File: src/rtl/vft_pkg.sv
package vft_pkg;
  // window slots built from (line, pixel) set/clear pairs
  localparam int NUM_WIN = 7;
  localparam int W_V1  = 0;
  localparam int W_V2  = 1;
  localparam int W_F   = 2;
  localparam int W_VS1 = 3;
  localparam int W_VS2 = 4;
  localparam int W_VB1 = 5;
  localparam int W_VB2 = 6;

  typedef enum logic [1:0] {
    CTL_VSYNC  = 2'b00,
    CTL_VBLANK = 2'b01,
    CTL_IDLE_A = 2'b10,
    CTL_IDLE_B = 2'b11
  } ctl_sel_e;
endpackage

File: src/rtl/vft_line_ctr.sv
module vft_line_ctr #(
  parameter int LINE_W = 10,
  parameter int PIX_W  = 12
) (
  input  logic              clk,
  input  logic              rst,
  input  logic              pix_en,
  input  logic [PIX_W-1:0]  hpos,
  input  logic [LINE_W-1:0] frm_height,
  output logic              line_step,
  output logic [LINE_W-1:0] cur_line
);
  logic [LINE_W-1:0] line_q;
  logic [LINE_W-1:0] line_nxt;

  assign line_step = pix_en && (hpos == '0);
  // line 0 only exists after reset; anything at or past the height wraps
  assign line_nxt  = (line_q >= frm_height) ? LINE_W'(1) : line_q + LINE_W'(1);
  assign cur_line  = line_step ? line_nxt : line_q;

  always_ff @(posedge clk) begin
    if (rst)            line_q <= '0;
    else if (line_step) line_q <= line_nxt;
  end
endmodule

File: src/rtl/vft_window.sv
module vft_window #(
  parameter int LINE_W = 10,
  parameter int PIX_W  = 12
) (
  input  logic              clk,
  input  logic              rst,
  input  logic              pix_en,
  input  logic [LINE_W-1:0] cur_line,
  input  logic [PIX_W-1:0]  hpos,
  input  logic [LINE_W-1:0] set_y,
  input  logic [PIX_W-1:0]  set_x,
  input  logic [LINE_W-1:0] clr_y,
  input  logic [PIX_W-1:0]  clr_x,
  output logic              flag_d
);
  logic flag_q;
  logic hit_set;
  logic hit_clr;

  assign hit_set = pix_en && (cur_line == set_y) && (hpos == set_x);
  assign hit_clr = pix_en && (cur_line == clr_y) && (hpos == clr_x);

  always_comb begin
    flag_d = flag_q;
    if (hit_set)      flag_d = 1'b1;
    else if (hit_clr) flag_d = 1'b0;
  end

  always_ff @(posedge clk) begin
    if (rst) flag_q <= 1'b0;
    else     flag_q <= flag_d;
  end
endmodule

File: src/rtl/vft_image_ctr.sv
module vft_image_ctr #(
  parameter int LINE_W = 10
) (
  input  logic              clk,
  input  logic              rst,
  input  logic              line_step,
  input  logic [LINE_W-1:0] cur_line,
  input  logic [LINE_W-1:0] first1,
  input  logic [LINE_W-1:0] first2,
  input  logic [LINE_W-1:0] len1,
  input  logic [LINE_W-1:0] len2,
  output logic [LINE_W-1:0] img_line,
  output logic              img_active
);
  logic              fld_q, fld_d;
  logic [LINE_W-1:0] cnt_q, cnt_d;
  logic [LINE_W-1:0] len_q, len_d;

  assign len_q = fld_q ? len2 : len1;
  assign len_d = fld_d ? len2 : len1;

  always_comb begin
    fld_d = fld_q;
    cnt_d = cnt_q;
    if (line_step) begin
      if (cur_line == first1) begin
        fld_d = 1'b0;
        cnt_d = '0;
      end else if (cur_line == first2) begin
        fld_d = 1'b1;
        cnt_d = '0;
      end else if (cnt_q < len_q) begin
        cnt_d = cnt_q + LINE_W'(1);
      end
    end
  end

  always_ff @(posedge clk) begin
    if (rst) begin
      fld_q      <= 1'b0;
      cnt_q      <= len1;
      img_active <= 1'b0;
    end else begin
      fld_q      <= fld_d;
      cnt_q      <= cnt_d;
      img_active <= cnt_d < len_d;
    end
  end

  assign img_line = cnt_q;
endmodule

File: src/rtl/vfield_timing_gen.sv
module vfield_timing_gen
  import vft_pkg::*;
#(
  parameter int LINE_W = 10,
  parameter int PIX_W  = 12
) (
  input  logic              clk,
  input  logic              rst,
  input  logic              pix_en,
  input  logic [PIX_W-1:0]  hpos,
  input  logic [LINE_W-1:0] frm_height,
  input  logic [LINE_W-1:0] vbit_on1,
  input  logic [LINE_W-1:0] vbit_off1,
  input  logic [LINE_W-1:0] vbit_on2,
  input  logic [LINE_W-1:0] vbit_off2,
  input  logic [LINE_W-1:0] fbit_on,
  input  logic [LINE_W-1:0] fbit_off,
  input  logic [LINE_W-1:0] vs_top1,
  input  logic [LINE_W-1:0] vs_bot1,
  input  logic [PIX_W-1:0]  vs_x1,
  input  logic [LINE_W-1:0] vs_top2,
  input  logic [LINE_W-1:0] vs_bot2,
  input  logic [PIX_W-1:0]  vs_x2,
  input  logic [LINE_W-1:0] vb_top1,
  input  logic [LINE_W-1:0] vb_bot1,
  input  logic [PIX_W-1:0]  vb_x1,
  input  logic [LINE_W-1:0] vb_top2,
  input  logic [LINE_W-1:0] vb_bot2,
  input  logic [PIX_W-1:0]  vb_x2,
  input  logic [LINE_W-1:0] fs_line1,
  input  logic [PIX_W-1:0]  fs_pix1,
  input  logic [LINE_W-1:0] fs_line2,
  input  logic [PIX_W-1:0]  fs_pix2,
  input  logic [LINE_W-1:0] img_off1,
  input  logic [LINE_W-1:0] img_len1,
  input  logic [LINE_W-1:0] img_off2,
  input  logic [LINE_W-1:0] img_len2,
  input  logic [1:0]        ctl_sel,
  input  logic              ctl_pol,
  output logic              v_bit,
  output logic              f_bit,
  output logic              ctl_pin,
  output logic              fld1_start,
  output logic              fld2_start,
  output logic [LINE_W-1:0] img_line,
  output logic              img_active
);
  logic              line_step;
  logic [LINE_W-1:0] cur_line;

  logic [LINE_W-1:0] set_y [NUM_WIN];
  logic [PIX_W-1:0]  set_x [NUM_WIN];
  logic [LINE_W-1:0] clr_y [NUM_WIN];
  logic [PIX_W-1:0]  clr_x [NUM_WIN];
  logic [NUM_WIN-1:0] win_d;

  logic sync_d, blank_d, ctl_lvl;

  vft_line_ctr #(.LINE_W(LINE_W), .PIX_W(PIX_W)) u_line (
    .clk(clk), .rst(rst), .pix_en(pix_en), .hpos(hpos),
    .frm_height(frm_height), .line_step(line_step), .cur_line(cur_line)
  );

  // blanking and field bits change on line boundaries only
  assign set_y[W_V1] = vbit_on1;  assign set_x[W_V1] = '0;
  assign clr_y[W_V1] = vbit_off1; assign clr_x[W_V1] = '0;
  assign set_y[W_V2] = vbit_on2;  assign set_x[W_V2] = '0;
  assign clr_y[W_V2] = vbit_off2; assign clr_x[W_V2] = '0;
  assign set_y[W_F]  = fbit_on;   assign set_x[W_F]  = '0;
  assign clr_y[W_F]  = fbit_off;  assign clr_x[W_F]  = '0;
  // sync and blank windows share one pixel position per field
  assign set_y[W_VS1] = vs_top1; assign set_x[W_VS1] = vs_x1;
  assign clr_y[W_VS1] = vs_bot1; assign clr_x[W_VS1] = vs_x1;
  assign set_y[W_VS2] = vs_top2; assign set_x[W_VS2] = vs_x2;
  assign clr_y[W_VS2] = vs_bot2; assign clr_x[W_VS2] = vs_x2;
  assign set_y[W_VB1] = vb_top1; assign set_x[W_VB1] = vb_x1;
  assign clr_y[W_VB1] = vb_bot1; assign clr_x[W_VB1] = vb_x1;
  assign set_y[W_VB2] = vb_top2; assign set_x[W_VB2] = vb_x2;
  assign clr_y[W_VB2] = vb_bot2; assign clr_x[W_VB2] = vb_x2;

  for (genvar i = 0; i < NUM_WIN; i++) begin : g_win
    vft_window #(.LINE_W(LINE_W), .PIX_W(PIX_W)) u_win (
      .clk(clk), .rst(rst), .pix_en(pix_en), .cur_line(cur_line), .hpos(hpos),
      .set_y(set_y[i]), .set_x(set_x[i]), .clr_y(clr_y[i]), .clr_x(clr_x[i]),
      .flag_d(win_d[i])
    );
  end

  vft_image_ctr #(.LINE_W(LINE_W)) u_img (
    .clk(clk), .rst(rst), .line_step(line_step), .cur_line(cur_line),
    .first1(vbit_off1 + img_off1), .first2(vbit_off2 + img_off2),
    .len1(img_len1), .len2(img_len2),
    .img_line(img_line), .img_active(img_active)
  );

  assign sync_d  = win_d[W_VS1] | win_d[W_VS2];
  assign blank_d = win_d[W_VB1] | win_d[W_VB2];

  always_comb begin
    unique case (ctl_sel_e'(ctl_sel))
      CTL_VSYNC:  ctl_lvl = sync_d;
      CTL_VBLANK: ctl_lvl = blank_d;
      default:    ctl_lvl = 1'b0;
    endcase
  end

  always_ff @(posedge clk) begin
    if (rst) begin
      v_bit      <= 1'b0;
      f_bit      <= 1'b0;
      ctl_pin    <= ctl_pol;
      fld1_start <= 1'b0;
      fld2_start <= 1'b0;
    end else begin
      v_bit      <= win_d[W_V1] | win_d[W_V2];
      f_bit      <= win_d[W_F];
      ctl_pin    <= ctl_lvl ^ ctl_pol;
      fld1_start <= pix_en && (cur_line == fs_line1) && (hpos == fs_pix1);
      fld2_start <= pix_en && (cur_line == fs_line2) && (hpos == fs_pix2);
    end
  end
endmodule

File: config.mk
export PLATFORM = sky130hd
export DESIGN_NAME = vfield_timing_gen
export DESIGN_NICKNAME = d
export VERILOG_FILES = /design/src/rtl/vft_pkg.sv /design/src/rtl/vft_line_ctr.sv /design/src/rtl/vft_window.sv /design/src/rtl/vft_image_ctr.sv /design/src/rtl/vfield_timing_gen.sv
export SDC_FILE = /design/constraint.sdc
export NUM_CORES = 1
export LEC_CHECK = 0
export ABC_CLOCK_PERIOD_IN_PS = 17200
export BUFFER_PORTS_ARGS = -buffer_cell sky130_fd_sc_hd__buf_2
export CAP_MARGIN = 20
export CORE_AREA = 2 2 133 135
export DETAILED_ROUTE_END_ITERATION = 10
export DIE_AREA = 0 0 135 137
export PLACE_DENSITY = 0.82
export SLEW_MARGIN = 25
export SYNTH_ARGS = -nofsm -noshare
export SYNTH_HDL_FRONTEND = slang
export SYNTH_SLANG_ARGS = --single-unit
File: constraint.sdc
create_clock -name clk -period 17.2 [get_ports clk]
set_input_delay 2.58 -clock clk [delete_from_list [all_inputs] [get_ports clk]]
set_output_delay 2.58 -clock clk [all_outputs]
set_load 0.02 [all_outputs]
### Word level (Yosys, flattened, before mapping)

Index checks and enable logic that the tools add are counted.

| word-level totals | value |
|---|---|
| register bits | 33 |
| input port bits | 300 |
| output and inout port bits | 16 |
| logic and storage cells | 115 |

| operators by class | value |
|---|---|
| $add $sub $neg | 4 |
| $lt $le $gt $ge | 3 |
| equality and inequality tests | 25 |
| multiplexer cells | 28 |
| bitwise gates (word level) | 4 |
| reductions and logical operators | 36 |

Operators by type and width:

| kind | number |
|---|---|
| $eq 10x10->1 | 18 |
| $mux 10 | 9 |
| $eq 12x12->1 | 6 |
| $logic_and 1x1->1 | 33 |
| $add 10x1->10 const B | 2 |
| $add 10x10->10 | 2 |
| $lt 10x10->1 | 2 |
| $mux 1 | 18 |
| $logic_not 12->1 | 1 |
| $ge 10x10->1 | 1 |
| $or 1x1->1 | 3 |
| $eq 2x1->1 const B | 1 |
| $logic_not 2->1 | 1 |
| $pmux 1 s2 | 1 |
| $reduce_bool 2->1 | 1 |
| $xor 1x1->1 | 1 |

### Depth between registers and ports, before layout

| depth | value |
|---|---|
| depth after elaboration | 12 |
| gate-level depth with buffers | 28 |

### By module

A second synthesis with hierarchy kept.

| unflattened totals | value |
|---|---|
| cell total of the unflattened synthesis | 918 |
| area total of the unflattened synthesis | 7493.4 um^2 |

Modules (own cells, without submodules):

| module | times used | cells an instance | area each (um^2) | sequential area each (um^2) |
|---|---|---|---|---|
| vft_window | 7 | 63 | 515.5 | 20.0 |
| vft_image_ctr | 1 | 184 | 1537.7 | 240.2 |
| vfield_timing_gen | 1 | 171 | 1430.1 | 100.1 |
| vft_line_ctr | 1 | 122 | 917.1 | 200.2 |

### Worst setup path after synthesis

No wires, ideal clock.

| path | value |
|---|---|
| path type | input to register |
| start point | in frm_height[0] |
| end point | reg u_img.img_active |
| setup time | 0.070 ns |
| data arrival time | 7.278 ns |
| path slack | 9.852 ns |
| stages | 26 |
| buffers on the path | 3 |
| path through | ha_1 > nand2b_1 > a211o_1 > and3_1 > buf_2 > o31ai_1 > buf_2 > xor2_1 > o311a_1 > and4_1 > a31oi_1 > nor2_1 > buf_2 > mux2i_1 > ha_1 > a21oi_1 > nor2b_1 > o21ai_0 > nand2b_1 > a21oi_1 > nor2b_1 > o21ai_0 > nand2b_1 > a2111oi_0 > o221ai_1 > a21oi_1 |

| on the way | value |
|---|---|
| longest elaborated chain between the ends | 9 |
| elaborated cells between the ends (all ways) | 13 |
| those cells by class | order compare: 2; eq/ne: 2; mux: 9 |

RTL lines:

| item | RTL line | source |
|---|---|---|
| from (decl) | vfield_timing_gen.sv:11 | `input logic [LINE_W-1:0] frm_height,` |
| $ge 10x10->1 * | vft_line_ctr.sv:18 | `assign line_nxt = (line_q >= frm_height) ? LINE_W'(1) : line_q + LINE_W'(1);` |
| $mux 10 * | vft_line_ctr.sv:18 |  |
| $mux 10 * | vft_line_ctr.sv:19 | `assign cur_line = line_step ? line_nxt : line_q;` |
| $eq 10x10->1 | vft_image_ctr.sv:29 | `end else if (cur_line == first2) begin` |
| $mux 1 | vft_image_ctr.sv:29 |  |
| $mux 1 | vft_image_ctr.sv:26 | `if (cur_line == first1) begin` |
| $mux 1 | vft_image_ctr.sv:25 | `if (line_step) begin` |
| $mux 10 | vft_image_ctr.sv:20 | `assign len_d = fld_d ? len2 : len1;` |
| $lt 10x10->1 * | vft_image_ctr.sv:46 | `img_active <= cnt_d < len_d;` |
| to (signal assigned) | vft_image_ctr.sv:46 |  |
| to (decl) | vft_image_ctr.sv:13 | `output logic img_active` |

Mark *: on every way between the ends. The rest lies on a longest branch, timed or not.
A chain may end at the register's enable or synchronous reset.

### Worst setup path in the final report

| path | value |
|---|---|
| start point | in frm_height[9] |
| end point | reg u_img.img_active |

Same word-level chain as after synthesis.

==> results_dict.tcl <==
set metrics [dict create \
    status "completed" \
    finClkSkew_ns 0.00732 \
    fin_nets 1633 \
    timing.setup.tns_ns 0 \
    synth.most_common_cell "xnor2_1" \
    clkTransAtPathRegs_ns 0.06 \
    syn_avg_cell_area_um2 7.56 \
    routed_wl_um 31200 \
    row_count 48 \
    clk_latency_ns 0.29 \
    die-width_um 135 \
    dieArea_um2 18500 \
    synth-main-ff-cell "dfxtp_1" \
    crit_fanout 12 \
    grt_pass1_wl_um 47100 \
    numCtsBuffers 5 \
    r2r_cells 23 \
    worstHoldPathCells 2 \
    synth_edf_count 0 \
    netlist_top_cells_count "126 x xnor2_1, 96 x xor2_1, 64 x nand2_1" \
    track_usage 0.325 \
    via_per_inst 6.13 \
    hp-class "reg -> reg" \
    totalPowerFinal_uw 421 \
    crit_path_end_kind "flop" \
    finalCriticalPeriod_ns 8.29 \
    post-route-period-util 0.482 \
    clock-sinks 33 \
    cap_violations 0 \
    regToRegSetupSlack_ns 10.31 \
    area_delta_synth_final_pct 24.9 \
    antenna_found_initial 0 \
    drc 0 \
    place_hpwl_um 24900 \
    postRouteAntennaNets 0 \
    slew_violations 0 \
    setup_viol 0 \
    ir_drop_mv 0.0390 \
    dr_total_vias 9259 \
    syn_area_um2 7600 \
    wl_per_cell_um 20.6 \
    gp_congestion 1.01 \
    critPathSlowestCell "o41a_1" \
    p_per_area_nw_per_um2 44.3 \
    synth-seq-cells 33 \
    grt_max_degree 72 \
    cts_resized 0 \
    cts.path.max_buffers 2 \
    io_pins 316 \
    worstSetupPathType "in -> reg" \
    start_util 0.446 \
    slew_headroom 0.316 \
    htreeDepth 2 \
    post-cts-setup-buffers 0 \
    ys_warn_count 0 \
    rsz0062_at_grt "no" \
    synth_area_leaders "xnor2_1 15%, xor2_1 11%, dfxtp_1 8.7%" \
    synth-seq-area-share 0.0869 \
    crit_arrival_ns 8.51 \
    cts_tree "done" \
    required_ns 17.42 \
    cp-start-kind "primary input" \
    grt_pass1_vias 8879 \
    worst_path_largest_cell_delay_ns 0.90 \
    hold_violations 0 \
    die_h_um 137 \
    fmax_ghz 0.121 \
    drtIter0Drc 987 \
    coreArea_um2 17100 \
    hold_buffers 0 \
    fillCellCount 1655 \
    synthCells 1005 \
    yosysTopAreaCellShare 0.145 \
    p_leak_uw 0.00400 \
    crit_top_cell "a21oi_1" \
    root_buffer "clkbuf_16" \
    synth.largest_area_cell "xnor2_1" \
    syn-num-nets 1355 \
    synthArstFlopShare 0 \
    portBuffers 315 \
    synth_cell_types 87 \
    worstMarginPinSlew_ns 1.03 \
    drive_gt1_frac 0.284 \
    grt_overflow_total 0 \
    drtPass1Iterations 6 \
]
kinds of logic after synthesis:
family	synth area share
muxes	0.0469
and+or+nand+nor	0.231
adders and majority gates	0.0843
DFF	0.0869
buffers and inverters	0.0471
AOI/OAI and AO/OA	0.239
xor gates and xnor gates	0.265
final cells by class:
type,instances,area [um2],area share
Antenna cell,2,5.00,0.000527
Clock buffer,7,153,0.0161
Clock inverter,1,5.00,0.000527
Inverter,26,97.6,0.0103
Multi-Input combinational cell,890,6620,0.698
Sequential cell,33,661,0.0696
Tap cell,225,282,0.0297
Timing Repair Buffer,327,1670,0.176
routing by layer:
layer,part of all wire,wire length [um],track usage
met5,0,0,0
met4,0.050,1550,0.160
met3,0.092,2880,0.0678
met2,0.48,15000,0.561
met1,0.38,11800,0.383
critical path, delay by kind of cell:
kind,cells,cell delay (ns)
mux,1,0.18
fa+ha+maj,2,0.67
xor+xnor,1,0.20
compound gates,10,3.11
buf+inv,2,0.12
simple gates,9,1.61
state kept, by name (all words and copies together) (netlist names):
signal and count:
u_line.line_q 10, u_img.img_active 1, u_img.img_line 10, u_img.fld_q 1
fld1_start 1, ctl_pin 1, fld2_start 1, v_bit 1
g_win.u_win.flag_q 7
per-stage QoR:
step | util | std cells | hold WS (ns) | area [um2] | worst slack (ns)
after CTS | 0.556 | 1509 | 0.472 | 9480 | 8.81
after floorplan | - | 1005 | 0.448 | 7600 | 9.85
after global routing | 0.556 | 1509 | 0.490 | 9490 | 8.43
after global placement | 0.547 | 1501 | 0.455 | 9330 | 8.82
after detailed placement | 0.547 | 1501 | 0.464 | 9330 | 8.53
final | 0.556 | 1511 | 0.471 | 9490 | 8.91
power by group:
group          total [uW]  switching, uW  internal, uW  leakage, uW
registers            90.3           9.97          80.3     0.000271
clock network        97.8           36.4          61.4    0.0000799
logic                 232            126           107      0.00364
final timing paths:
check / startpoint / endpoint
worst max-delay path: frm_height[9] / u_img.img_active
worst min register to register: g_win[6].u_win.flag_q / g_win[6].u_win.flag_q
worst min-delay path: g_win[6].u_win.flag_q / g_win[6].u_win.flag_q
worst max register to register: u_line.line_q[1] / u_img.img_active
cells in the final DEF, fill, tap and decap left out, types with 13 or more instances in the layout:
master and count:
nand4_1 33, mux2i_1 21, buf_2 315, ha_1 48
inv_1 25, o211ai_1 15, nand2_1 64, xor2_1 96
o21ai_0 40, nand3_1 41, nor4_1 24, nor3_1 29
nor2_1 53, o22ai_1 13, dfxtp_1 33, a21oi_1 55
xnor2_1 126
No activity file was read; power rests on OpenSTA's default activity.
